===== src/rtl/ll_dma_pkg.sv =====
package ll_dma_pkg;
    typedef enum logic [2:0] {
        S_IDLE, S_FETCH, S_WAIT, S_RD, S_WR, S_WB
    } dma_st_e;

    // control B bit positions
    localparam int CB_SRC_MODE = 0;
    localparam int CB_DST_MODE = 2;
    localparam int CB_SRC_HW   = 4;
    localparam int CB_DST_HW   = 5;
    localparam int CB_CHUNK    = 6;
    localparam int CB_BITS     = 7;
    // control A completion flag
    localparam int CA_DONE     = 31;

    // address step modes
    localparam logic [1:0] M_INC = 2'd0;
    localparam logic [1:0] M_DEC = 2'd1;

    // register selects
    localparam logic [1:0] RA_GLOBAL = 2'd0;
    localparam logic [1:0] RA_HEAD   = 2'd1;
    localparam logic [1:0] RA_CMD    = 2'd2;
    localparam logic [1:0] RA_STAT   = 2'd3;
endpackage


===== src/rtl/ll_dma_step.sv =====
module ll_dma_step #(
    parameter int AW   = 32,
    parameter int STEP = 4
) (
    input  logic [AW-1:0] addr,
    input  logic [1:0]    mode,
    output logic [AW-1:0] next
);
    import ll_dma_pkg::*;

    always_comb begin
        case (mode)
            M_INC:   next = addr + AW'(STEP);
            M_DEC:   next = addr - AW'(STEP);
            default: next = addr;
        endcase
    end
endmodule


===== src/rtl/ll_dma_regs.sv =====
module ll_dma_regs (
    input  logic        clk,
    input  logic        rst_n,
    input  logic        reg_we,
    input  logic [1:0]  reg_addr,
    input  logic [31:0] reg_wdata,
    output logic [31:0] reg_rdata,
    input  logic        fin,
    input  logic        buf_ev,
    input  logic        xfer_ev,
    input  logic        clr_src,
    input  logic        clr_dst,
    output logic        start,
    output logic [31:0] head,
    output logic        sw_src,
    output logic        sw_dst
);
    import ll_dma_pkg::*;

    typedef struct packed {
        logic        glob;
        logic [31:0] head;
        logic        en;
        logic        bsti;
        logic        xsti;
        logic        sws;
        logic        swd;
    } regs_t;

    regs_t r_d, r_q;

    always_comb begin
        r_d = r_q;
        // hardware clears first, software writes after (set wins)
        if (fin)     r_d.en  = 1'b0;
        if (clr_src) r_d.sws = 1'b0;
        if (clr_dst) r_d.swd = 1'b0;
        if (reg_we) begin
            case (reg_addr)
                RA_GLOBAL: r_d.glob = reg_wdata[0];
                RA_HEAD:   r_d.head = reg_wdata;
                RA_CMD: begin
                    if (reg_wdata[0]) r_d.en  = 1'b1;
                    if (reg_wdata[1]) r_d.sws = 1'b1;
                    if (reg_wdata[2]) r_d.swd = 1'b1;
                end
                default: begin
                    if (reg_wdata[1]) r_d.bsti = 1'b0;
                    if (reg_wdata[2]) r_d.xsti = 1'b0;
                end
            endcase
        end
        if (buf_ev)  r_d.bsti = 1'b1;
        if (xfer_ev) r_d.xsti = 1'b1;
    end

    always_ff @(posedge clk or negedge rst_n) begin
        if (!rst_n) r_q <= '0;
        else        r_q <= r_d;
    end

    always_comb begin
        case (reg_addr)
            RA_GLOBAL: reg_rdata = {31'd0, r_q.glob};
            RA_HEAD:   reg_rdata = r_q.head;
            RA_STAT:   reg_rdata = {27'd0, r_q.swd, r_q.sws, r_q.xsti, r_q.bsti, r_q.en};
            default:   reg_rdata = 32'd0;
        endcase
    end

    assign start  = r_q.en & r_q.glob;
    assign head   = r_q.head;
    assign sw_src = r_q.sws;
    assign sw_dst = r_q.swd;

    AST_BUF_STICKY_HOLDS: assert property (@(posedge clk) disable iff (!rst_n)
        r_q.bsti && !(reg_we && reg_addr == RA_STAT && reg_wdata[1]) |=> r_q.bsti);
    AST_EN_DROPS_AT_END: assert property (@(posedge clk) disable iff (!rst_n)
        fin |=> !r_q.en);
endmodule


===== src/rtl/ll_dma_fsm.sv =====
module ll_dma_fsm #(
    parameter int CHUNK = 4,
    parameter int LEN_W = 16
) (
    input  logic        clk,
    input  logic        rst_n,
    input  logic        start,
    input  logic [31:0] head,
    input  logic        sw_src,
    input  logic        sw_dst,
    output logic        fin,
    output logic        clr_src,
    output logic        clr_dst,
    output logic        mem_req,
    output logic        mem_we,
    output logic [31:0] mem_addr,
    output logic [31:0] mem_wdata,
    input  logic [31:0] mem_rdata,
    input  logic        mem_ack,
    input  logic        src_req,
    output logic        src_ack,
    input  logic        dst_req,
    output logic        dst_ack,
    output logic        buf_irq,
    output logic        xfer_irq
);
    import ll_dma_pkg::*;

    localparam int GW = $clog2(CHUNK + 1);

    typedef struct packed {
        dma_st_e             st;
        logic [2:0]          fidx;
        logic [31:0]         ptr;
        logic [31:0]         sa;
        logic [31:0]         da;
        logic [31:0]         ctla;
        logic [31:0]         nxt;
        logic [31:0]         data;
        logic [CB_BITS-1:0]  ctlb;
        logic [LEN_W-1:0]    len;
        logic [GW-1:0]       grp;
        logic                sack;
        logic                dack;
        logic                birq;
        logic                xirq;
    } fsm_t;

    fsm_t f_d, f_q;
    logic [31:0] sa_next, da_next;
    logic        hw_s, hw_d, go;

    ll_dma_step u_src_step (.addr(f_q.sa), .mode(f_q.ctlb[CB_SRC_MODE +: 2]), .next(sa_next));
    ll_dma_step u_dst_step (.addr(f_q.da), .mode(f_q.ctlb[CB_DST_MODE +: 2]), .next(da_next));

    assign hw_s = f_q.ctlb[CB_SRC_HW];
    assign hw_d = f_q.ctlb[CB_DST_HW];
    assign go   = (hw_s ? src_req : sw_src) && (hw_d ? dst_req : sw_dst);

    always_comb begin
        f_d       = f_q;
        f_d.sack  = 1'b0;
        f_d.dack  = 1'b0;
        f_d.birq  = 1'b0;
        f_d.xirq  = 1'b0;
        fin       = 1'b0;
        clr_src   = 1'b0;
        clr_dst   = 1'b0;
        mem_req   = 1'b0;
        mem_we    = 1'b0;
        mem_addr  = 32'd0;
        mem_wdata = 32'd0;
        case (f_q.st)
            S_IDLE: begin
                if (start) begin
                    f_d.ptr  = head;
                    f_d.fidx = 3'd0;
                    f_d.st   = S_FETCH;
                end
            end
            S_FETCH: begin
                mem_req  = 1'b1;
                mem_addr = f_q.ptr + {27'd0, f_q.fidx, 2'b00};
                if (mem_ack) begin
                    case (f_q.fidx)
                        3'd0:    f_d.sa   = mem_rdata;
                        3'd1:    f_d.da   = mem_rdata;
                        3'd2:    f_d.ctla = mem_rdata;
                        3'd3:    f_d.ctlb = mem_rdata[CB_BITS-1:0];
                        default: f_d.nxt  = mem_rdata;
                    endcase
                    if (f_q.fidx == 3'd4) begin
                        f_d.len = f_q.ctla[LEN_W-1:0];
                        f_d.st  = (f_q.ctla[LEN_W-1:0] == '0) ? S_WB : S_WAIT;
                    end else begin
                        f_d.fidx = f_q.fidx + 3'd1;
                    end
                end
            end
            S_WAIT: begin
                if (go) begin
                    if (!f_q.ctlb[CB_CHUNK])
                        f_d.grp = GW'(1);
                    else if (f_q.len >= LEN_W'(CHUNK))
                        f_d.grp = GW'(CHUNK);
                    else
                        f_d.grp = GW'(f_q.len);
                    f_d.st = S_RD;
                end
            end
            S_RD: begin
                mem_req  = 1'b1;
                mem_addr = f_q.sa;
                if (mem_ack) begin
                    f_d.data = mem_rdata;
                    f_d.st   = S_WR;
                end
            end
            S_WR: begin
                mem_req   = 1'b1;
                mem_we    = 1'b1;
                mem_addr  = f_q.da;
                mem_wdata = f_q.data;
                if (mem_ack) begin
                    f_d.sa  = sa_next;
                    f_d.da  = da_next;
                    f_d.len = f_q.len - LEN_W'(1);
                    f_d.grp = f_q.grp - GW'(1);
                    if (f_q.grp == GW'(1)) begin
                        f_d.sack = hw_s;
                        f_d.dack = hw_d;
                        clr_src  = !hw_s;
                        clr_dst  = !hw_d;
                        f_d.st   = (f_q.len == LEN_W'(1)) ? S_WB : S_WAIT;
                    end else begin
                        f_d.st = S_RD;
                    end
                end
            end
            S_WB: begin
                mem_req   = 1'b1;
                mem_we    = 1'b1;
                mem_addr  = f_q.ptr + 32'd8;
                mem_wdata = f_q.ctla | (32'd1 << CA_DONE);
                if (mem_ack) begin
                    f_d.birq = 1'b1;
                    if (f_q.nxt == 32'd0) begin
                        f_d.xirq = 1'b1;
                        fin      = 1'b1;
                        f_d.st   = S_IDLE;
                    end else begin
                        f_d.ptr  = f_q.nxt;
                        f_d.fidx = 3'd0;
                        f_d.st   = S_FETCH;
                    end
                end
            end
            default: f_d.st = S_IDLE;
        endcase
    end

    always_ff @(posedge clk or negedge rst_n) begin
        if (!rst_n) f_q <= '0;
        else        f_q <= f_d;
    end

    assign src_ack  = f_q.sack;
    assign dst_ack  = f_q.dack;
    assign buf_irq  = f_q.birq;
    assign xfer_irq = f_q.xirq;

    AST_IDLE_NO_ACCESS: assert property (@(posedge clk) disable iff (!rst_n)
        f_q.st == S_IDLE |-> !mem_req);
    AST_REQ_HELD: assert property (@(posedge clk) disable iff (!rst_n)
        mem_req && !mem_ack |=> mem_req && $stable(mem_addr));
    AST_SRC_GATED: assert property (@(posedge clk) disable iff (!rst_n)
        f_q.st == S_WAIT && hw_s && !src_req |=> f_q.st != S_RD);
    AST_XFER_WITH_BUF: assert property (@(posedge clk) disable iff (!rst_n)
        xfer_irq |-> buf_irq && f_q.st == S_IDLE);
    AST_BUF_ONE_CYCLE: assert property (@(posedge clk) disable iff (!rst_n)
        buf_irq |=> !buf_irq);
endmodule


===== src/rtl/ll_dma_chan.sv =====
module ll_dma_chan #(
    parameter int CHUNK = 4,
    parameter int LEN_W = 16
) (
    input  logic        clk,
    input  logic        rst_n,
    input  logic        reg_we,
    input  logic [1:0]  reg_addr,
    input  logic [31:0] reg_wdata,
    output logic [31:0] reg_rdata,
    output logic        mem_req,
    output logic        mem_we,
    output logic [31:0] mem_addr,
    output logic [31:0] mem_wdata,
    input  logic [31:0] mem_rdata,
    input  logic        mem_ack,
    input  logic        src_req,
    output logic        src_ack,
    input  logic        dst_req,
    output logic        dst_ack,
    output logic        buf_irq,
    output logic        xfer_irq
);
    logic        start, fin, clr_src, clr_dst, sw_src, sw_dst;
    logic [31:0] head;

    ll_dma_regs u_regs (
        .clk(clk), .rst_n(rst_n),
        .reg_we(reg_we), .reg_addr(reg_addr), .reg_wdata(reg_wdata), .reg_rdata(reg_rdata),
        .fin(fin), .buf_ev(buf_irq), .xfer_ev(xfer_irq),
        .clr_src(clr_src), .clr_dst(clr_dst),
        .start(start), .head(head), .sw_src(sw_src), .sw_dst(sw_dst)
    );

    ll_dma_fsm #(.CHUNK(CHUNK), .LEN_W(LEN_W)) u_fsm (
        .clk(clk), .rst_n(rst_n),
        .start(start), .head(head), .sw_src(sw_src), .sw_dst(sw_dst),
        .fin(fin), .clr_src(clr_src), .clr_dst(clr_dst),
        .mem_req(mem_req), .mem_we(mem_we), .mem_addr(mem_addr),
        .mem_wdata(mem_wdata), .mem_rdata(mem_rdata), .mem_ack(mem_ack),
        .src_req(src_req), .src_ack(src_ack), .dst_req(dst_req), .dst_ack(dst_ack),
        .buf_irq(buf_irq), .xfer_irq(xfer_irq)
    );
endmodule


===== config.mk =====
export PLATFORM = sky130hd
export DESIGN_NAME = ll_dma_chan
export DESIGN_NICKNAME = d
export VERILOG_FILES = /design/src/rtl/ll_dma_pkg.sv /design/src/rtl/ll_dma_step.sv /design/src/rtl/ll_dma_regs.sv /design/src/rtl/ll_dma_fsm.sv /design/src/rtl/ll_dma_chan.sv
export SDC_FILE = /design/constraint.sdc
export NUM_CORES = 1
export LEC_CHECK = 0
export ABC_AREA = 1
export ABC_CLOCK_PERIOD_IN_PS = 2500
export BUFFER_PORTS_ARGS = -buffer_cell sky130_fd_sc_hd__buf_2
export CELL_PAD_IN_SITES_DETAIL_PLACEMENT = 1
export CELL_PAD_IN_SITES_GLOBAL_PLACEMENT = 1
export CORE_ASPECT_RATIO = 1.5
export CORE_MARGIN = 4
export CORE_UTILIZATION = 30
export DETAILED_ROUTE_END_ITERATION = 8
export GPL_TIMING_DRIVEN = 1
export PLACE_DENSITY = 0.68
export SLEW_MARGIN = 30
export SYNTH_ARGS = -nofsm -noshare
export SYNTH_HDL_FRONTEND = slang
export SYNTH_HIERARCHICAL = 1
export SYNTH_SLANG_ARGS = --single-unit

===== constraint.sdc =====
create_clock -name clk -period 2.5 [get_ports clk]
set_input_delay 0.75 -clock clk [delete_from_list [all_inputs] [get_ports clk]]
set_output_delay 0.75 -clock clk [all_outputs]
set_load 0.01 [all_outputs]

==> out/metrics.csv <==
metric;value;unit
status;finished with violations;
violations;setup timing;
grt_pass1_wl;140.9;mm
rows;114;
drive_above_1_share;30.66;%
r2r_slack;0.01;ns
yosysUniqueCellTypes;50;
clkPwrFrac;14.1;%
post-route-util;43.39;%
die_w;216.9;µm
drt-initial-drc-count;1508;
area_delta_synth_final;42.75;%
via_count;23310;
avgSynthCellArea;6.299;µm²
hold_violations;0;
start_util;30.40;%
cts.sinks;265;
grt_start_max_net_pins;67;
cp_max_fo;4;
clk_path_buf_depth;3;
port_buffers;173;
pin_count;174;
p_leak;14.07;nW
synth_seq_cells;265;
power;0.03401;W
fin_crit_sh;133.5;%
cts_hold_buffers;0;
grtUsageTotal;26.15;%
max_freq;299.7;MHz
max_stage_delay;0.36;ns
endpoint_kind;primary output;
cts_tree;yes;
fillers;8248;
crit_arrival;2.59;ns
rr_worst_depth;20;
yosys_warnings;6;
firstDrtPassIters;5;
root_buffer;clkbuf_16;
syn_area;19640;µm²
postSynthCellCount;3118;
powerDensity;1213;nW/µm²
worstPathCellList;ha_2, inv_2, fa_2, inv_2, nand2_2, nand2_2, nand2_4, nor2_4, nand2_4, o21ai_1, nand3_1, nand3_2, buf_6;
required;1.75;ns
drc;0;
setup_violations;63;
antenna_found_initial;2;
cp-start-kind;flip-flop;
pwr-share-seq;23.9;%
synth_nets;3207;
core-area;64610;µm²
combPwrFrac;62.1;%
p_switching;0.01681;W
clk_pin_slew_worst_paths;0.07;ns
cts_buffers;30;
cap_violations;0;
ir_drop;0.6793;mV
drv_slew;0;
hold_class;in -> async;
rsz0062_at_grt;true;
period_minus_slack;3.336;ns
grt_overflow_total;0;
wl_per_cell;22.12;µm
drt-total-wl;99.17;mm
path_class;reg -> out;
max_slew_margin;53.18;%
dp_hpwl;72.96;mm
crit_path_top_delay_cell;fa_2;
worstMarginPinSlew;0.7016;ns
grt_pass1_vias;23248;
htreeDepth;1;
regToRegStartpoint;u_fsm/f_q[26];
skew;0.02525;ns
place_congestion;0.9235;
tns;-30.28;ns
p_sw_share;49.43;%
dp_slack;-0.3086;ns
timing.rr.end;u_fsm/f_q[154];
antenna_left;0;
fin_ws;-0.8364;ns
avgViaCountPerCell;5.200;
die-area;69710;µm²
fin_nets;3678;
yosysSeqAreaShare;33.76;%
die_h;321.4;µm
power.internal;0.01720;W
clk_latency;0.60;ns
## logic make-up (layout without fill, tap and decap cells)
logic type / Yosys count / in the layout / synth area share [%]
adders and majority gates: 17 / 17 / 1.121
other: 0 / 2 / 0
and+or+nand+nor: 1791 / 1794 / 37.68
DFF: 265 / 265 / 33.76
xor gates and xnor gates: 25 / 25 / 1.191
AOI/OAI and AO/OA: 468 / 468 / 14.10
buffers and inverters: 552 / 1042 / 12.14
## worst max-delay path, delay by kind of cell (launching register included)
kind                     cells  cell delay, ns
AO/OA/AOI/OAI                1            0.15
adder cells (fa/ha/maj)      2            0.55
buffers and inverters        3            0.20
flip-flops                   1            0.35
AND/OR/NAND/NOR              7            0.74
## state kept, by name, indices dropped and copies added (netlist names)
name / count
u_regs/head: 32
u_fsm/f_q: 223
u_regs/sw_dst: 1
u_fsm/xfer_irq: 1
u_fsm/src_ack: 1
u_regs/sw_src: 1
u_fsm/buf_irq: 1
u_regs/r_q: 4
u_fsm/dst_ack: 1
## worst max path at each step
stage | depth (start not counted) | startpoint | slack (ns) | end
2_1_floorplan | 12 | u_fsm/f_q[222] | -0.03 | mem_addr[30]
3_5_place_dp | 13 | u_fsm/f_q[222] | -0.31 | mem_addr[16]
5_1_grt | 13 | u_fsm/f_q[192] | -0.99 | mem_addr[26]
4_1_cts | 13 | u_fsm/f_q[192] | -0.82 | mem_addr[16]
6_report | 13 | u_fsm/f_q[222] | -0.84 | mem_addr[20]
3_3_place_gp | 13 | u_fsm/f_q[222] | -0.30 | mem_addr[16]
## final cells by class
| class | instances | area (µm²) | area share, % |
|---|---|---|---|
| antenna | 2 | 5.005 | 0.01785 |
| clock buffer | 38 | 850.8 | 3.035 |
| clock inverter | 16 | 196.4 | 0.7006 |
| inverter | 385 | 1490 | 5.315 |
| multi-input combinational | 2304 | 12610 | 44.98 |
| sequential | 265 | 6646 | 23.71 |
| tap | 870 | 1089 | 3.883 |
| timing repair buffer | 603 | 5147 | 18.36 |
## power by group through the flow
stage	clock network, W	registers, W	logic (W)
detailed placement	0	0.00799	0.0167
floorplan	0	0.00731	0.00946
global placement	0	0.00794	0.0164
finish	0.00478	0.00812	0.0211
CTS	0.00489	0.00801	0.0180
global route	0.00503	0.00834	0.0228
## Yosys cell counts, drive strengths merged
library cell	n	area (µm²)
a21o	4	30.03
a21oi	47	235.2
a221oi	1	8.760
a22o	22	192.7
a22oi	8	60.06
a2bb2oi	1	8.760
a31oi	38	237.7
a32o	1	10.01
a41o	6	60.06
a41oi	36	315.3
and2	4	25.02
and3	1	6.260
buf	126	784.5
clkbuf	41	153.9
clkinv	2	7.510
dfrtp	265	6631
fa	1	20.02
ha	16	200.2
inv	383	1438
nand2	1145	4355
nand3	302	1539
nand3b	12	90.09
nand4	29	181.4
nor2	282	1111
nor3	14	80.08
o2111ai	3	26.28
o211ai	4	30.03
o21a	3	22.52
o21ai	264	1321
o21bai	3	22.52
o221ai	4	35.03
o22ai	19	118.9
o41ai	4	35.03
or2	2	12.51
xnor2	5	43.79
xor2	20	190.2
## metrics by stage
stage | cells | instance area [µm²] | hold slack [ns]
after global routing | 4481 | 28030 | 0.03279
final | 4483 | 28040 | 0.03455
after global placement | 4336 | 23630 | 0.4460
after CTS | 4424 | 25940 | 0.02381
after detailed placement | 4336 | 23630 | 0.4473
after floorplan | 3118 | 19670 | 0.4422
## placed cells by master (no fill, tap or decap), types with 16 or more instances in the layout
cell type | netlist | layout
a21oi_1 | 47 | 37
a22o_1 | 22 | 17
a31oi_1 | 38 | 38
a41oi_1 | 36 | 36
buf_12 | 0 | 34
buf_2 | 57 | 144
buf_4 | 50 | 334
buf_6 | 7 | 70
clkbuf_16 | 0 | 38
dfrtp_1 | 265 | 253
inv_1 | 372 | 338
inv_2 | 11 | 33
nand2_1 | 1134 | 972
nand2_2 | 5 | 131
nand2_4 | 6 | 38
nand3_1 | 298 | 237
nand3_2 | 3 | 54
nand4_1 | 29 | 29
nor2_1 | 274 | 191
nor2_2 | 5 | 34
nor2_4 | 1 | 55
o21ai_0 | 245 | 198
o21ai_1 | 19 | 50
o22ai_1 | 19 | 19
xor2_1 | 18 | 16
## routing by layer
layer | wire length [µm] | vias up | track usage (%)
met2 | 49960 | 656 | 47.01
li1 | - | 10939 | -
met1 | 36730 | 11455 | 29.70
met4 | 8592 | 0 | 16.87
met5 | 0 | - | 0
met3 | 3894 | 260 | 2.155
## timing repair
action,CTS,global route
pin swaps,45,167
resized for setup,219,466
setup endpoints to repair,93,115
endpoints found under the hold margin,0,0
setup buffers,31,55
cloned,6,11
Power figures use the tool's default switching activity.
